File: src/rtl/pme_pkg.sv
package pme_pkg;
  localparam int DATA_W   = 16;
  localparam int ADDR_W   = 3;
  localparam int NUM_WAKE = 3;
  localparam int NUM_SRC  = 3 + NUM_WAKE;

  localparam logic [ADDR_W-1:0] ADDR_STATUS = 3'd0;
  localparam logic [ADDR_W-1:0] ADDR_ENABLE = 3'd1;
  localparam logic [ADDR_W-1:0] ADDR_PINCFG = 3'd2;
  localparam logic [ADDR_W-1:0] ADDR_CTRL   = 3'd3;
  localparam logic [ADDR_W-1:0] ADDR_SMIST  = 3'd4;

  localparam int SMI_BIT   = 4;
  localparam int THERM_BIT = 5;
  localparam int USB_BIT   = 6;
  localparam int WAKE_BASE = 8;
  localparam int DIR_BASE  = 0;
  localparam int DIV_BASE  = 4;
  localparam int GEN_BIT   = 0;

  function automatic logic [DATA_W-1:0] statMask();
    logic [DATA_W-1:0] m;
    m = '0;
    m[SMI_BIT]   = 1'b1;
    m[THERM_BIT] = 1'b1;
    m[USB_BIT]   = 1'b1;
    for (int i = 0; i < NUM_WAKE; i++) m[WAKE_BASE+i] = 1'b1;
    return m;
  endfunction

  function automatic logic [DATA_W-1:0] cfgMask();
    logic [DATA_W-1:0] m;
    m = '0;
    for (int i = 0; i < NUM_WAKE; i++) begin
      m[DIR_BASE+i] = 1'b1;
      m[DIV_BASE+i] = 1'b1;
    end
    return m;
  endfunction

  localparam logic [DATA_W-1:0] STAT_MASK = statMask();
  localparam logic [DATA_W-1:0] CFG_MASK  = cfgMask();

  typedef struct packed {
    logic              wrStatus;
    logic              wrEnable;
    logic              wrPinCfg;
    logic              wrCtrl;
    logic              wrSmiSt;
    logic [DATA_W-1:0] data;
  } busStrobe_t;
endpackage

File: src/rtl/pme_ctrl.sv
module pme_ctrl
  import pme_pkg::*;
(
  input  logic [ADDR_W-1:0] busAddr,
  input  logic              busWrEn,
  input  logic [DATA_W-1:0] busWrData,
  input  logic [DATA_W-1:0] statusQ,
  input  logic [DATA_W-1:0] enableQ,
  input  logic [DATA_W-1:0] pinCfgQ,
  input  logic [DATA_W-1:0] ctrlQ,
  input  logic [DATA_W-1:0] smiStQ,
  output busStrobe_t        strb,
  output logic [DATA_W-1:0] busRdData
);
  always_comb begin
    strb.wrStatus = busWrEn && (busAddr == ADDR_STATUS);
    strb.wrEnable = busWrEn && (busAddr == ADDR_ENABLE);
    strb.wrPinCfg = busWrEn && (busAddr == ADDR_PINCFG);
    strb.wrCtrl   = busWrEn && (busAddr == ADDR_CTRL);
    strb.wrSmiSt  = busWrEn && (busAddr == ADDR_SMIST);
    strb.data     = busWrData;
  end

  always_comb begin
    case (busAddr)
      ADDR_STATUS: busRdData = statusQ;
      ADDR_ENABLE: busRdData = enableQ;
      ADDR_PINCFG: busRdData = pinCfgQ;
      ADDR_CTRL:   busRdData = ctrlQ;
      ADDR_SMIST:  busRdData = smiStQ;
      default:     busRdData = '0;
    endcase
  end
endmodule

File: src/rtl/pme_datapath.sv
module pme_datapath
  import pme_pkg::*;
#(
  parameter int SYNC_STAGES = 2
) (
  input  logic                clk,
  input  logic                rstN,
  input  busStrobe_t          strb,
  input  logic [NUM_WAKE-1:0] wakePin,
  input  logic                usbIrq,
  input  logic                thermN,
  input  logic                smiReq,
  output logic [DATA_W-1:0]   statusQ,
  output logic [DATA_W-1:0]   enableQ,
  output logic [DATA_W-1:0]   pinCfgQ,
  output logic [DATA_W-1:0]   ctrlQ,
  output logic [DATA_W-1:0]   smiStQ,
  output logic                sciOut,
  output logic                smiOut
);
  logic [NUM_SRC-1:0] rawSrc;
  logic [NUM_SRC-1:0] edgeSrc;
  logic [DATA_W-1:0]  setVec;
  logic [DATA_W-1:0]  clrVec;
  logic               smiSet;
  logic               smiClr;

  // thermal pin inverted so every source is detected on a rising edge
  assign rawSrc = {wakePin, usbIrq, ~thermN, smiReq};

  generate
    for (genvar s = 0; s < NUM_SRC; s++) begin : g_sync
      logic [SYNC_STAGES:0] pipe;
      always_ff @(posedge clk) begin
        if (!rstN) pipe <= '0;
        else       pipe <= {pipe[SYNC_STAGES-1:0], rawSrc[s]};
      end
      assign edgeSrc[s] = pipe[SYNC_STAGES-1] & ~pipe[SYNC_STAGES];
    end
  endgenerate

  always_comb begin
    setVec            = '0;
    smiSet            = 1'b0;
    setVec[SMI_BIT]   = edgeSrc[0];
    setVec[THERM_BIT] = edgeSrc[1];
    setVec[USB_BIT]   = edgeSrc[2];
    for (int i = 0; i < NUM_WAKE; i++) begin
      setVec[WAKE_BASE+i] = edgeSrc[3+i] & ~pinCfgQ[DIV_BASE+i] & ~pinCfgQ[DIR_BASE+i];
      smiSet              = smiSet | (edgeSrc[3+i] & pinCfgQ[DIV_BASE+i]);
    end
  end

  assign clrVec = strb.wrStatus ? strb.data : '0;
  assign smiClr = strb.wrSmiSt & strb.data[0];

  always_ff @(posedge clk) begin
    if (!rstN) begin
      statusQ <= '0;
      enableQ <= '0;
      pinCfgQ <= '0;
      ctrlQ   <= '0;
      smiStQ  <= '0;
    end else begin
      statusQ   <= ((statusQ & ~clrVec) | setVec) & STAT_MASK;
      smiStQ[0] <= (smiStQ[0] & ~smiClr) | smiSet;
      if (strb.wrEnable) enableQ <= strb.data & STAT_MASK;
      if (strb.wrPinCfg) pinCfgQ <= strb.data & CFG_MASK;
      if (strb.wrCtrl)   ctrlQ[GEN_BIT] <= strb.data[GEN_BIT];
    end
  end

  assign sciOut = ctrlQ[GEN_BIT] & (|(statusQ & enableQ));
  assign smiOut = |smiStQ;
endmodule

File: src/rtl/pme_router.sv
module pme_router
  import pme_pkg::*;
#(
  parameter int SYNC_STAGES = 2
) (
  input  logic                clk,
  input  logic                rstN,
  input  logic [ADDR_W-1:0]   busAddr,
  input  logic                busWrEn,
  input  logic [DATA_W-1:0]   busWrData,
  output logic [DATA_W-1:0]   busRdData,
  input  logic [NUM_WAKE-1:0] wakePin,
  input  logic                usbIrq,
  input  logic                thermN,
  input  logic                smiReq,
  output logic                sciOut,
  output logic                smiOut
);
  busStrobe_t        strb;
  logic [DATA_W-1:0] statusQ, enableQ, pinCfgQ, ctrlQ, smiStQ;

  pme_ctrl u_ctrl (
    .busAddr(busAddr), .busWrEn(busWrEn), .busWrData(busWrData),
    .statusQ(statusQ), .enableQ(enableQ), .pinCfgQ(pinCfgQ),
    .ctrlQ(ctrlQ), .smiStQ(smiStQ), .strb(strb), .busRdData(busRdData)
  );

  pme_datapath #(.SYNC_STAGES(SYNC_STAGES)) u_dp (
    .clk(clk), .rstN(rstN), .strb(strb), .wakePin(wakePin),
    .usbIrq(usbIrq), .thermN(thermN), .smiReq(smiReq),
    .statusQ(statusQ), .enableQ(enableQ), .pinCfgQ(pinCfgQ),
    .ctrlQ(ctrlQ), .smiStQ(smiStQ), .sciOut(sciOut), .smiOut(smiOut)
  );
endmodule

File: config.mk
export PLATFORM = sky130hd
export DESIGN_NAME = pme_router
export DESIGN_NICKNAME = d
export VERILOG_FILES = /design/src/rtl/pme_pkg.sv /design/src/rtl/pme_ctrl.sv /design/src/rtl/pme_datapath.sv /design/src/rtl/pme_router.sv
export SDC_FILE = /design/constraint.sdc
export NUM_CORES = 1
export LEC_CHECK = 0
export ABC_CLOCK_PERIOD_IN_PS = 1000
export BUFFER_PORTS_ARGS = -buffer_cell sky130_fd_sc_hd__buf_2
export CAP_MARGIN = 15
export CORE_MARGIN = 5
export CORE_UTILIZATION = 35
export CTS_CLUSTER_DIAMETER = 100
export DETAILED_ROUTE_END_ITERATION = 8
export PLACE_DENSITY_LB_ADDON = 0.3
export SYNTH_ARGS = -nofsm -noshare
export SYNTH_HDL_FRONTEND = slang
export SYNTH_SLANG_ARGS = --single-unit
File: constraint.sdc
create_clock -name clk -period 1 [get_ports clk]
set_input_delay 0.05 -clock clk [delete_from_list [all_inputs] [get_ports clk]]
set_output_delay 0.05 -clock clk [all_outputs]
set_load 0.01 [all_outputs]
==> run_summary.xml, run 1 <==
<?xml version="1.0" encoding="UTF-8"?>
<metrics>
  <group name="logic_synthesis">
    <metric name="syn-cell-area" unit="mm²">0.00160</metric>
    <metric name="synth-edff-count" unit="">0</metric>
    <metric name="yosys.cell_types.count" unit="">27</metric>
    <metric name="yosys_most_used_dff" unit="">sky130_fd_sc_hd__dfxtp_1</metric>
    <metric name="avgSynthCellArea" unit="µm²">10.2</metric>
    <metric name="synthDominantCellAreaShare" unit="">0.476</metric>
    <metric name="post-synth-top-area-cell" unit="">sky130_fd_sc_hd__dfxtp_1</metric>
    <metric name="ys_async_sr_fraction" unit="">0</metric>
    <metric name="top_cells_by_area_in_the_synthesized_netlist" unit="">sky130_fd_sc_hd__dfxtp_1 48%, sky130_fd_sc_hd__mux2i_1 12%, sky130_fd_sc_hd__and2_1 6.7%, sky130_fd_sc_hd__buf_4 5.2%, sky130_fd_sc_hd__nor2_1 4.0%</metric>
    <metric name="sequential_fraction_of_the_synthesis_area" unit="">0.476</metric>
    <metric name="synth_seq_cells" unit="">38</metric>
    <metric name="yosysWarningCount" unit="">0</metric>
    <metric name="postSynthCellCount" unit="">156</metric>
  </group>
  <group name="routing">
    <metric name="drt-initial-drc-count" unit="">47</metric>
    <metric name="post_drt_wl_per_cell" unit="µm">13.0</metric>
    <metric name="total_detailed_routing_wirelength" unit="µm">3430</metric>
    <metric name="vias_per_cell" unit="">4.65</metric>
    <metric name="drcViolationCount" unit="">0</metric>
    <metric name="drt_pass1_iterations" unit="">4</metric>
    <metric name="ant_nets" unit="">0</metric>
    <metric name="via_count" unit="">1231</metric>
  </group>
  <group name="worst_setup_path">
    <metric name="worst-endpoint-arrival" unit="ns">1.14</metric>
    <metric name="r2r_setup_slack" unit="ns">0</metric>
    <metric name="worst-endpoint-required" unit="ns">0.95</metric>
    <metric name="critical_path.startpoint_type" unit="">register</metric>
    <metric name="path_max_fanout" unit="">2</metric>
    <metric name="worstSetupEndpointType" unit="">primary output</metric>
    <metric name="worst_path_class_setup" unit="">reg2out</metric>
  </group>
  <group name="global_routing">
    <metric name="grt_pass1_vias" unit="">1152</metric>
    <metric name="grt_antenna_before_repair" unit="">0</metric>
    <metric name="maximum_number_of_pins_on_one_net_before_global_route_repair" unit="">24</metric>
    <metric name="grt_overflow" unit="">0</metric>
    <metric name="gr-usage-all-layers" unit="">0.117</metric>
    <metric name="first_pass_grt_wire_length" unit="µm">5640</metric>
  </group>
  <group name="die">
    <metric name="ios" unit="">46</metric>
    <metric name="die_x" unit="µm">77.6</metric>
    <metric name="die_area" unit="mm²">0.00602</metric>
    <metric name="floorplan.rows" unit="">24</metric>
    <metric name="placeableCoreArea" unit="mm²">0.00438</metric>
    <metric name="floorplan.initialDensity" unit="">0.364</metric>
    <metric name="chipHeight" unit="µm">77.6</metric>
  </group>
  <group name="timing">
    <metric name="slew_violations" unit="">0</metric>
    <metric name="worst_slack" unit="ns">-0.188</metric>
    <metric name="timing.clock.skew" unit="ns">0.00384</metric>
    <metric name="final_hold_viol_count" unit="">0</metric>
    <metric name="max_freq" unit="MHz">842</metric>
    <metric name="final.period_utilization" unit="">1.19</metric>
    <metric name="layout_min_cycle_time" unit="ns">1.19</metric>
    <metric name="final_setup_violation_count" unit="">8</metric>
    <metric name="final.setup.tns" unit="ns">-0.951</metric>
    <metric name="setup_repair_after_global_routing_missed_its_margin" unit="">yes</metric>
  </group>
  <group name="power_and_ir_drop">
    <metric name="power_per_cell_area" unit="mW/mm²">1370</metric>
    <metric name="peakVddDrop" unit="µV">830</metric>
    <metric name="power_leakage" unit="nW">0.920</metric>
  </group>
  <group name="placed_design">
    <metric name="detailedPlacementHpwl" unit="µm">2450</metric>
    <metric name="place.port_buffers" unit="">31</metric>
    <metric name="place.gp.congestion" unit="">0.768</metric>
  </group>
  <group name="clocking">
    <metric name="cts.path.max_buffers" unit="">2</metric>
    <metric name="clock_sink_count" unit="">38</metric>
    <metric name="cts_made_buffers" unit="">5</metric>
    <metric name="clk_pin_slew_worst_paths" unit="ns">0.07</metric>
    <metric name="cts.root.buffer_cell" unit="">sky130_fd_sc_hd__clkbuf_8</metric>
    <metric name="latest_clock_arrival_within_the_worst_skew_pair" unit="ns">0.28</metric>
    <metric name="htree_num_levels" unit="">2</metric>
    <metric name="tritoncts" unit="">done</metric>
  </group>
  <group name="run_status">
    <metric name="violations" unit="">setup timing</metric>
    <metric name="run_status" unit="">finished, violations left</metric>
  </group>
  <group name="finish">
    <metric name="most_common_library_cell_in_the_layout_ignoring_fill_and_taps" unit="">sky130_fd_sc_hd__buf_2</metric>
    <metric name="final_nets" unit="">240</metric>
    <metric name="diodes" unit="">0</metric>
    <metric name="areaGrowthSynthToFinish" unit="%">35.1</metric>
    <metric name="multi_input_comb_area" unit="µm²">817</metric>
    <metric name="regArea" unit="µm²">783</metric>
    <metric name="post_route_cells_drive_above_1_share" unit="">0.423</metric>
    <metric name="mostFrequentLayoutCells" unit="">30 x sky130_fd_sc_hd__buf_2, 20 x sky130_fd_sc_hd__dfxtp_1, 18 x sky130_fd_sc_hd__buf_4, 18 x sky130_fd_sc_hd__dfxtp_2</metric>
    <metric name="final_util" unit="">0.492</metric>
    <metric name="layout.filler_cells" unit="">424</metric>
  </group>
  <group name="min_path">
    <metric name="worst_hold_path_type" unit="">in2reg</metric>
  </group>
  <group name="job">
    <metric name="cap_viol_max_count" unit="">0</metric>
  </group>
</metrics>
## synthesized netlist by cell type, drive strengths merged, types with 2 or more instances
cell and number:
nor2b 4, nand3b 3, a22oi 3, o21a 6, dfxtp 38, and4bb 2, nor2 17, a31oi 2
inv 3, a21boi 6, nand2 3, nor4b 4, buf 12, mux2i 19, and2 17, nor3 3
a2bb2oi 3, nor3b 2, clkbuf 3
## path summary, 6_finish.rpt
kind                          start                     end  cells past startpoint
min                    busWrData[2]         u_dp.pinCfgQ[2]                      3
min reg2reg  u_dp.g_sync[1].pipe[0]  u_dp.g_sync[1].pipe[1]                      1
max                 u_dp.pinCfgQ[6]            busRdData[6]                      4
max reg2reg         u_dp.pinCfgQ[6]        u_dp.statusQ[10]                      4
## flip-flops by register name, summed over array words and instances, names as in the netlist
name              cells
u_dp.statusQ          6
u_dp.ctrlQ            1
u_dp.g_sync.pipe     18
u_dp.pinCfgQ          6
u_dp.smiStQ           1
u_dp.enableQ          6
## final cells by class
cell class / instances / share of cell area
Tap cell: 52 / 0.0301
Sequential cell: 38 / 0.363
Multi-Input combinational cell: 106 / 0.379
Clock inverter: 1 / 0.00232
Clock buffer: 7 / 0.0400
Timing Repair Buffer: 58 / 0.181
Inverter: 3 / 0.00522
## timing repair
action | 4_1_cts | 5_1_grt
hold buffers | 6 | 0
setup buffers | 4 | 2
hold endpoints to repair | 6 | 0
setup endpoints to repair | 10 | 11
resized for setup | 22 | 14
pin swaps | 3 | 4
## worst max-delay path: stages (launching register included)
cell and delay, ns:
sky130_fd_sc_hd__dfxtp_2 0.33, sky130_fd_sc_hd__mux2i_2 0.18, sky130_fd_sc_hd__a2bb2oi_2 0.17, sky130_fd_sc_hd__nor2_1 0.05, sky130_fd_sc_hd__buf_2 0.13
## metal layers
metal / GRT usage / vias up / share of wire
li1: - / 638 / -
met1: 0.161 / 547 / 0.49
met2: 0.173 / 42 / 0.43
met3: 0.0370 / 4 / 0.075
met4: 0.0361 / 0 / 0.0099
met5: 0 / - / 0
## stage by stage
stage          total power, mW  cells  hold slack (ns)  area (µm²)  setup WS (ns)
3_3_place_gp              1.90    246            0.208        1860        -0.0442
6_report                  2.96    265           0.0115        2160         -0.188
3_5_place_dp              1.90    246            0.208        1860        -0.0755
5_1_grt                   3.12    265           0.0376        2160         -0.239
2_1_floorplan             1.80    162            0.122        1620          0.120
4_1_cts                   2.99    264          0.00297        2100         -0.198
## cell families after synthesis
group / synth area share
AO/OA/AOI/OAI: 0.110
buffers and inverters: 0.0728
flip-flops: 0.476
multiplexers: 0.119
other: 0.00235
AND/OR/NAND/NOR: 0.220
## where the power goes
| part | total, mW | internal, mW | switching (mW) |
|---|---|---|---|
| logic | 0.314 | 0.168 | 0.146 |
| clock network | 1.05 | 0.556 | 0.491 |
| registers | 1.60 | 1.57 | 0.0317 |
Power figures use the tool's default switching activity.
==> run 2, diff against run 1 <==
Settings changed: SYNTH_HIERARCHICAL set to 1.
==> run 2 against run 1 <==
Effect of this change: first-iteration DRC count stayed put; cell count is 60% higher; synthesized cell count is 76% higher; sequential cell count stayed put; critical endpoint is now busRdData[1]; worst hold slack better by 0.012 ns; via count is 50% higher; largest cell class unchanged; critical path type unchanged; non-clock buffer count is 13 higher; die area is 54% higher; largest power group unchanged; sequential share of layout area is 9.8 points lower; count of clock-buffer cells in the layout stayed put; the run still ends with setup timing left.
==> run_summary.xml, run 2 <==
<?xml version="1.0" encoding="UTF-8"?>
<metrics>
  <group name="worst_setup_path">
    <metric name="worstSetupEndpointType" unit="">primary output</metric>
    <metric name="critical_path.startpoint_type" unit="">register</metric>
    <metric name="worst_path_class_setup" unit="">reg2out</metric>
    <metric name="critical-path-max-stage-delay" unit="ns">0.34</metric>
    <metric name="crit_path_cells" unit="">mux2_4 &gt; a32oi_1 &gt; o21ai_1 &gt; buf_2</metric>
    <metric name="worst-endpoint-arrival" unit="ns">1.27</metric>
    <metric name="worst-endpoint-required" unit="ns">0.95</metric>
    <metric name="path_max_fanout" unit="">2</metric>
    <metric name="crit_path_top_delay_cell" unit="">sky130_fd_sc_hd__dfxtp_2</metric>
  </group>
  <group name="clocking">
    <metric name="cts.root.buffer_cell" unit="">sky130_fd_sc_hd__clkbuf_8</metric>
    <metric name="htree_num_levels" unit="">2</metric>
    <metric name="tritoncts" unit="">done</metric>
    <metric name="cts_made_buffers" unit="">5</metric>
    <metric name="cts.path.max_buffers" unit="">2</metric>
    <metric name="clock_sink_count" unit="">38</metric>
    <metric name="clk_pin_slew_worst_paths" unit="ns">0.07</metric>
    <metric name="latest_clock_arrival_within_the_worst_skew_pair" unit="ns">0.28</metric>
  </group>
  <group name="timing">
    <metric name="setup_repair_after_global_routing_missed_its_margin" unit="">yes</metric>
    <metric name="final.period_utilization" unit="">1.32</metric>
    <metric name="final_setup_violation_count" unit="">10</metric>
    <metric name="layout_min_cycle_time" unit="ns">1.32</metric>
    <metric name="max_freq" unit="MHz">755</metric>
    <metric name="worst_slack" unit="ns">-0.325</metric>
    <metric name="final_hold_viol_count" unit="">0</metric>
    <metric name="final.setup.tns" unit="ns">-2.15</metric>
    <metric name="slew_violations" unit="">0</metric>
    <metric name="timing.clock.skew" unit="ns">0.00337</metric>
  </group>
  <group name="die">
    <metric name="die_area" unit="mm²">0.00926</metric>
    <metric name="placeableCoreArea" unit="mm²">0.00725</metric>
    <metric name="die_x" unit="µm">96.2</metric>
    <metric name="ios" unit="">46</metric>
    <metric name="chipHeight" unit="µm">96.2</metric>
    <metric name="floorplan.initialDensity" unit="">0.359</metric>
    <metric name="floorplan.rows" unit="">31</metric>
  </group>
  <group name="finish">
    <metric name="post_route_cells_drive_above_1_share" unit="">0.372</metric>
    <metric name="stdcell_count" unit="">424</metric>
    <metric name="multi_input_comb_area" unit="mm²">0.00147</metric>
    <metric name="largest-register" unit="">u_dp/g_sync.pipe</metric>
    <metric name="areaGrowthSynthToFinish" unit="%">14.0</metric>
    <metric name="most_common_library_cell_in_the_layout_ignoring_fill_and_taps" unit="">sky130_fd_sc_hd__conb_1</metric>
    <metric name="diodes" unit="">0</metric>
    <metric name="largest_register_ff_count" unit="">18</metric>
    <metric name="mostFrequentLayoutCells" unit="">60 x sky130_fd_sc_hd__conb_1, 32 x sky130_fd_sc_hd__buf_4, 29 x sky130_fd_sc_hd__buf_2</metric>
    <metric name="layout.filler_cells" unit="">760</metric>
    <metric name="regArea" unit="µm²">787</metric>
    <metric name="final_nets" unit="">353</metric>
    <metric name="final_util" unit="">0.409</metric>
  </group>
  <group name="power_and_ir_drop">
    <metric name="power_leakage" unit="nW">1.30</metric>
    <metric name="peakVddDrop" unit="µV">917</metric>
    <metric name="power_per_cell_area" unit="mW/mm²">1070</metric>
    <metric name="overall_power" unit="mW">3.19</metric>
  </group>
  <group name="routing">
    <metric name="drt_pass1_iterations" unit="">4</metric>
    <metric name="ant_nets" unit="">0</metric>
    <metric name="via_count" unit="">1845</metric>
    <metric name="vias_per_cell" unit="">4.35</metric>
    <metric name="post_drt_wl_per_cell" unit="µm">12.6</metric>
    <metric name="total_detailed_routing_wirelength" unit="µm">5340</metric>
    <metric name="drt-initial-drc-count" unit="">47</metric>
    <metric name="drcViolationCount" unit="">0</metric>
  </group>
  <group name="placed_design">
    <metric name="place.port_buffers" unit="">31</metric>
    <metric name="placed_cells_incl_taps" unit="">410</metric>
    <metric name="detailedPlacementHpwl" unit="µm">4080</metric>
    <metric name="place.gp.congestion" unit="">0.709</metric>
  </group>
  <group name="global_routing">
    <metric name="grt_overflow" unit="">0</metric>
    <metric name="gr-usage-all-layers" unit="">0.125</metric>
    <metric name="maximum_number_of_pins_on_one_net_before_global_route_repair" unit="">21</metric>
    <metric name="grt_pass1_vias" unit="">1803</metric>
    <metric name="first_pass_grt_wire_length" unit="µm">8820</metric>
    <metric name="grt_antenna_before_repair" unit="">0</metric>
  </group>
  <group name="logic_synthesis">
    <metric name="yosysWarningCount" unit="">6</metric>
    <metric name="avgSynthCellArea" unit="µm²">9.46</metric>
    <metric name="postSynthCellCount" unit="">275</metric>
    <metric name="syn-cell-area" unit="mm²">0.00260</metric>
  </group>
  <group name="run_status">
    <metric name="violations" unit="">setup timing</metric>
    <metric name="run_status" unit="">finished, violations left</metric>
  </group>
  <group name="job">
    <metric name="cap_viol_max_count" unit="">0</metric>
  </group>
  <group name="min_path">
    <metric name="worst_hold_path_type" unit="">in2reg</metric>
  </group>
</metrics>
run 2: repair_timing:
action / in CTS / in global routing
buffers inserted: 1 / 1
pin swaps: 7 / 8
hold buffers: 6 / 0
endpoints found under the setup margin: 10 / 14
hold endpoints to repair: 6 / 0
resized for setup: 23 / 9
run 2: through the flow:
stage / worst slack (ns) / hold WS [ns] / cell area (µm²)
3_3_place_gp: -0.286 / 0.209 / 2740
3_5_place_dp: -0.276 / 0.208 / 2740
5_1_grt: -0.389 / 0.0191 / 2970
4_1_cts: -0.323 / 0.00472 / 2940
2_1_floorplan: -0.0637 / 0.122 / 2860
6_report: -0.325 / 0.0239 / 2970
run 2: per-layer routing:
layer	up-vias	GRT usage	part of all wire
li1	943	-	-
met1	869	0.158	0.46
met2	31	0.210	0.50
met3	2	0.0274	0.042
met4	0	0.0355	0.0043
met5	-	0	0
run 2: final cells by class:
| cell class | instances | share of cell area |
|---|---|---|
| multi-input cells | 206 | 0.494 |
| inverters | 3 | 0.00379 |
| well taps | 99 | 0.0417 |
| repair buffers | 71 | 0.170 |
| clock buffers | 7 | 0.0257 |
| flip-flops and latches | 38 | 0.265 |
run 2: worst paths after layout:
check                                end  slack [ns]  cells after the start                   start
setup reg to reg         u_dp/statusQ[8]        0.07                      3         u_dp/pinCfgQ[4]
hold / removal           u_dp/enableQ[9]        0.02                      3            busWrData[9]
setup / recovery            busRdData[1]       -0.32                      4         u_dp/pinCfgQ[1]
hold reg to reg   u_dp/g_sync[5].pipe[1]        0.43                      1  u_dp/g_sync[5].pipe[0]
run 2: critical path, delay by kind of cell (launching register included):
family / cells / cell delay (ns)
DFF: 1 / 0.34
AOI/OAI and AO/OA: 2 / 0.25
muxes: 1 / 0.27
buffers and inverters: 1 / 0.14
run 2: power by group:
group	leakage, nW	switching, mW	total [mW]	internal [mW]
clock	0.0383	0.471	0.950	0.479
sequential	0.319	0.0342	1.60	1.57
combinational	0.939	0.311	0.637	0.326
